File: config.mk
export PLATFORM = sky130hd
export DESIGN_NAME = pwm_chop_top
export DESIGN_NICKNAME = d
export VERILOG_FILES = /design/src/rtl/pwm_chop_pkg.sv /design/src/rtl/pwm_chop_cfg.sv /design/src/rtl/pwm_chop_carrier.sv /design/src/rtl/pwm_chop_gate.sv /design/src/rtl/pwm_chop_top.sv
export SDC_FILE = /design/constraint.sdc
export NUM_CORES = 1
export LEC_CHECK = 0
export ABC_AREA = 1
export BUFFER_PORTS_ARGS = -buffer_cell sky130_fd_sc_hd__clkbuf_2
export CAP_MARGIN = 20
export CORE_MARGIN = 1.5
export CORE_UTILIZATION = 42
export DETAILED_ROUTE_END_ITERATION = 10
export PLACE_DENSITY = 0.69
export SLEW_MARGIN = 0
export SYNTH_ARGS = -nofsm -noshare
export SYNTH_HDL_FRONTEND = slang
export SYNTH_SLANG_ARGS = --single-unit
File: constraint.sdc
create_clock -name clk -period 3.2 [get_ports clk]
set_clock_uncertainty 0.05 [all_clocks]
set_input_delay 0.64 -clock clk [delete_from_list [all_inputs] [get_ports clk]]
set_output_delay 0.64 -clock clk [all_outputs]
set_load 0.005 [all_outputs]
File: src/rtl/pwm_chop_pkg.sv
// Shared definitions for the PWM gate chopping unit.
// Assumes: two switch groups, high side and low side, in that order.
package pwm_chop_pkg;
    typedef enum logic {
        GRP_HIGH = 1'b0,
        GRP_LOW  = 1'b1
    } chop_grp_e;

    localparam int CHOP_GROUPS = 2;
endpackage

File: src/rtl/pwm_chop_cfg.sv
// Control word register: divider in the low bits, then one enable per group.
// Assumes: writes are rare and happen before PWM operation starts.
module pwm_chop_cfg #(
    parameter int DIV_W = 8,
    localparam int CFG_W = DIV_W + pwm_chop_pkg::CHOP_GROUPS
) (
    input  logic             clk,
    input  logic             rst_n,
    input  logic             we,
    input  logic [CFG_W-1:0] wdata,
    output logic [DIV_W-1:0] divider,
    output logic [pwm_chop_pkg::CHOP_GROUPS-1:0] grp_en,
    output logic [CFG_W-1:0] cfg_q
);
    // Hold the control word; clear it on reset.
    always_ff @(posedge clk) begin
        if (!rst_n)  cfg_q <= '0;
        else if (we) cfg_q <= wdata;
    end

    // Split the word into its fields.
    always_comb begin
        divider = cfg_q[DIV_W-1:0];
        grp_en  = cfg_q[CFG_W-1:DIV_W];
    end
endmodule

File: src/rtl/pwm_chop_carrier.sv
// Free-running carrier generator. The period is 4*(div+1) clocks, high for
// the first half. Assumes the counter is wide enough for 4*2^DIV_W values.
module pwm_chop_carrier #(
    parameter int DIV_W = 8,
    localparam int CNT_W = DIV_W + 2
) (
    input  logic             clk,
    input  logic             rst_n,
    input  logic [DIV_W-1:0] divider,
    output logic [CNT_W-1:0] cnt,
    output logic             carrier
);
    logic [CNT_W-1:0] last_cnt;   // 4*(D+1)-1
    logic [CNT_W-1:0] high_last;  // 2*(D+1)-1

    // Derive the terminal count and the end of the high half.
    always_comb begin
        last_cnt  = {divider, 2'b11};
        high_last = {1'b0, divider, 1'b1};
        carrier   = (cnt <= high_last);
    end

    // Count up and wrap at or past the terminal count.
    always_ff @(posedge clk) begin
        if (!rst_n)                cnt <= '0;
        else if (cnt >= last_cnt)  cnt <= '0;
        else                       cnt <= cnt + 1'b1;
    end
endmodule

File: src/rtl/pwm_chop_gate.sv
// One switch group: registers each raw PWM bit, ANDed with the carrier
// when chopping is enabled. Both paths have one register stage.
module pwm_chop_gate #(
    parameter int PHASES = 3
) (
    input  logic              clk,
    input  logic              rst_n,
    input  logic              chop_en,
    input  logic              carrier,
    input  logic [PHASES-1:0] raw,
    output logic [PHASES-1:0] gated
);
    logic mask;

    // Choose the carrier, or a constant one when chopping is off.
    always_comb mask = chop_en ? carrier : 1'b1;

    for (genvar ph = 0; ph < PHASES; ph++) begin : g_phase
        // Register one gated channel.
        always_ff @(posedge clk) begin
            if (!rst_n) gated[ph] <= 1'b0;
            else        gated[ph] <= raw[ph] & mask;
        end
    end
endmodule

File: src/rtl/pwm_chop_top.sv
// PWM gate drive chopping unit top. Six raw PWM signals in, six gated out,
// one carrier shared by every channel. Assumes raw inputs are synchronous.
module pwm_chop_top #(
    parameter int DIV_W  = 8,
    parameter int PHASES = 3,
    localparam int CFG_W = DIV_W + pwm_chop_pkg::CHOP_GROUPS,
    localparam int CNT_W = DIV_W + 2
) (
    input  logic              clk,
    input  logic              rst_n,
    input  logic              cfg_we,
    input  logic [CFG_W-1:0]  cfg_wdata,
    input  logic [PHASES-1:0] pwm_hi_raw,
    input  logic [PHASES-1:0] pwm_lo_raw,
    output logic [PHASES-1:0] gate_hi,
    output logic [PHASES-1:0] gate_lo
);
    import pwm_chop_pkg::*;

    logic [DIV_W-1:0]       divider;
    logic [CHOP_GROUPS-1:0] grp_en;
    logic [CFG_W-1:0]       cfg_q;
    logic [CNT_W-1:0]       car_cnt;
    logic                   carrier;
    logic [PHASES-1:0]      raw_grp   [CHOP_GROUPS];
    logic [PHASES-1:0]      gated_grp [CHOP_GROUPS];

    pwm_chop_cfg #(.DIV_W(DIV_W)) u_cfg (
        .clk(clk), .rst_n(rst_n), .we(cfg_we), .wdata(cfg_wdata),
        .divider(divider), .grp_en(grp_en), .cfg_q(cfg_q)
    );

    pwm_chop_carrier #(.DIV_W(DIV_W)) u_carrier (
        .clk(clk), .rst_n(rst_n), .divider(divider),
        .cnt(car_cnt), .carrier(carrier)
    );

    // Route the port groups into indexed arrays.
    always_comb begin
        raw_grp[GRP_HIGH] = pwm_hi_raw;
        raw_grp[GRP_LOW]  = pwm_lo_raw;
        gate_hi           = gated_grp[GRP_HIGH];
        gate_lo           = gated_grp[GRP_LOW];
    end

    for (genvar g = 0; g < CHOP_GROUPS; g++) begin : g_group
        pwm_chop_gate #(.PHASES(PHASES)) u_gate (
            .clk(clk), .rst_n(rst_n), .chop_en(grp_en[g]), .carrier(carrier),
            .raw(raw_grp[g]), .gated(gated_grp[g])
        );
    end
endmodule

==> run_results.csv <==
group,metric,value,unit
critical_path,cp_cell_sequence,"inv_1, ha_1, a21oi_1, o21a_1, nand4_2, a21oi_1",
critical_path,rr_worst_depth,6,
logic_synthesis,ys_ff_latch,26,
floorplan,fp.coreArea,3030,µm²
floorplan,die_w,59.3,µm
flow_run,maxCapViolations,0,
critical_path,worstPathArrival,1.80,ns
grt,grt_antenna_before_repair,0,
routing,routed_wl,2420,µm
timing,slew_violations,0,
pwr,ir_drop,270,µV
final_layout,syn2layout_area_growth,16.5,%
grt,grt_max_degree,19,
placement,port_buffers,24,
clock_network,root_buffer,"clkbuf_4",
final_layout,fin_nets,231,
grt,grt_overflow_total,0,
placement,dp_hpwl,1970,µm
clock_network,clk_pin_slew,0.14,ns
final_layout,drive_above_1_share,17.5,%
logic_synthesis,avgSynthCellArea,7.93,µm²
floorplan,die_area,3520,µm²
critical_path,worstReg2RegEnd,"u_carrier.cnt[8]",
timing,fin_crit,1.59,ns
timing,period_share,49.6,%
routing,num_vias,1088,
critical_path,regToRegSetupSlack,1.61,ns
clock_network,cts_sinks,26,
timing,finalSetupViolations,0,
placement,dpl.cell_count,234,
routing,ant_nets,0,
critical_path,r2r-start,"u_cfg.cfg_q[7]",
routing,drc,0,
clock_network,cts_hold_buf,0,
critical_path,crit_slowest_cell,"dfxtp_1",
clock_network,clock_latency,0.32,ns
pwr,finalPower,0.654,mW
timing,hold_viol,0,
floorplan,die_y,59.3,µm
hold_path,whs_path_depth,3,
logic_synthesis,syn_inst,168,
run_status,status,"complete, no violations",
timing,worst_slew_pin_slew,0.468,ns
critical_path,cp_max_fo,10,
routing,vias_per_cell,4.57,
clock_network,cts_tree,"yes",
hold_path,hp-class,"primary input to register",
floorplan,io_pins,25,
timing,tns,0,ns
routing,wl_per_cell,10.1,µm
final_layout,layout_commonest_cell,"dfxtp_1",
logic_synthesis,syn-num-nets,204,
clock_network,cts.path.max_buffers,2,
pwr,powerDensity,421,nW/µm²
timing,hold_slack,0.442,ns
logic_synthesis,ys_seq_area_share,39.1,%
logic_synthesis,yosysWarnings,0,
grt,gr-usage-all-layers,15.4,%
hold_path,hold_end,"g_group[0].u_gate.gated[1]",
critical_path,slowest_delay,0.33,ns
timing,relSlewSlack,68.7,%
final_layout,layout_common_cells,"26 x dfxtp_1, 24 x inv_1, 24 x nor2_1, 24 x clkbuf_2, 23 x nand2_1",
routing,dr.pass1.iters,4,
grt,grt_pass1_vias,1012,
floorplan,row_count,20,
critical_path,cp_common_cell,"a21oi_1",
routing,drt_iter0_markers,12,
clock_network,cts_resized,0,
placement,gp_congestion,0.727,
timing,timing.fmax,0.630,GHz
final_layout,fin_cells,238,
grt,grt_pass1_wl,4140,µm
final_layout,antenna_cells,0,
logic_synthesis,netlist_area,1330,µm²
timing,rsz0062_at_grt,"no",
clock_network,cts_setup_buffers,0,
clock_network,cts_buffers,3,
logic_synthesis,ys_types,19,
critical_path,worstPathRequired,3.41,ns
floorplan,start_util,44.0,%
critical_path,endpoint_kind,"register",
final_layout,fin_util,51.3,%
critical_path,cp-start-kind,"register",
hold_path,min_from,"pwm_hi_raw[1]",
clock_network,h-tree-depth,1,
critical_path,crit_type,"register to register",
pwr,p_leak,0.744,nW
-- metal layers --
layer	vias up	share of wire, %	wire length (µm)	track usage (%)
met3	6	1.4	35	1.75
met4	0	2.2	53	8.77
met1	479	48	1150	20.2
met2	9	49	1180	24.3
li1	594	-	-	-
met5	-	0	0	0
-- power breakdown --
group          switching [mW]  total, mW  internal [mW]
logic                  0.0463     0.0798         0.0334
clock network          0.0982      0.225          0.127
registers             0.00842      0.349          0.340
-- cell families after synthesis --
kind of cell             Yosys count  share of synthesized area, %
XOR/XNOR                           6                          3.94
buffers and inverters             26                          7.32
AND/OR/NAND/NOR                   65                          23.0
adder cells (fa/ha/maj)           17                          16.0
flip-flops                        26                          39.1
AO/OA/AOI/OAI                     28                          10.7
-- worst max path at each step --
stage                                 from               end  slack [ns]  cells past startpoint
after floorplan             u_cfg.cfg_q[7]  u_carrier.cnt[8]        1.83                      6
after global placement    u_carrier.cnt[5]  u_carrier.cnt[8]        1.66                      6
after detailed placement  u_carrier.cnt[5]  u_carrier.cnt[8]        1.61                      6
after CTS                 u_carrier.cnt[5]  u_carrier.cnt[8]        1.58                      6
after global routing        u_cfg.cfg_q[7]  u_carrier.cnt[8]        1.45                      6
final                       u_cfg.cfg_q[7]  u_carrier.cnt[8]        1.61                      6
-- state kept, by name, summed over array words and instances, names as in the netlist --
signal,cells
u_cfg.cfg_q,10
g_group.u_gate.gated,6
u_carrier.cnt,10
-- cell usage after synthesis --
master / count / area share (%)
nand4_2: 1 / 0.94
o21ai_0: 11 / 4.1
nand3_1: 9 / 3.4
or2_0: 1 / 0.47
clkbuf_1: 2 / 0.56
ha_1: 17 / 16
xnor2_1: 3 / 2.0
xor2_1: 3 / 2.0
nand4_1: 2 / 0.94
a21oi_1: 16 / 6.0
o21a_1: 1 / 0.56
nor2_1: 24 / 6.8
nor2_4: 1 / 0.85
dfxtp_1: 26 / 39
nand3_2: 2 / 1.5
inv_1: 24 / 6.8
nor2_2: 1 / 0.47
nand2_1: 23 / 6.5
nor3_4: 1 / 1.2
-- critical path: cells and delay by family (launching register included) --
kind,cells,cell delay [ns]
buffers and inverters,1,0.06
and+or+nand+nor,1,0.25
DFF,1,0.33
AOI/OAI and AO/OA,3,0.52
adders and majority gates,1,0.31
-- metrics by stage --
step / setup slack, ns / area [µm²]
after floorplan: 1.83 / 1330
after global placement: 1.66 / 1500
after detailed placement: 1.61 / 1500
after CTS: 1.58 / 1550
after global routing: 1.45 / 1550
final: 1.61 / 1550
-- area by class of cell --
type                    count  area [µm²]
multi-input cells         116         714
inverters                  24        90.1
flip-flops and latches     26         520
clock inverters             1        30.0
well taps                  44        55.1
repair buffers             24         120
clock buffers               3        22.5
fillers                   307        1480
Note: power is estimated with default switching activity, not from simulation.
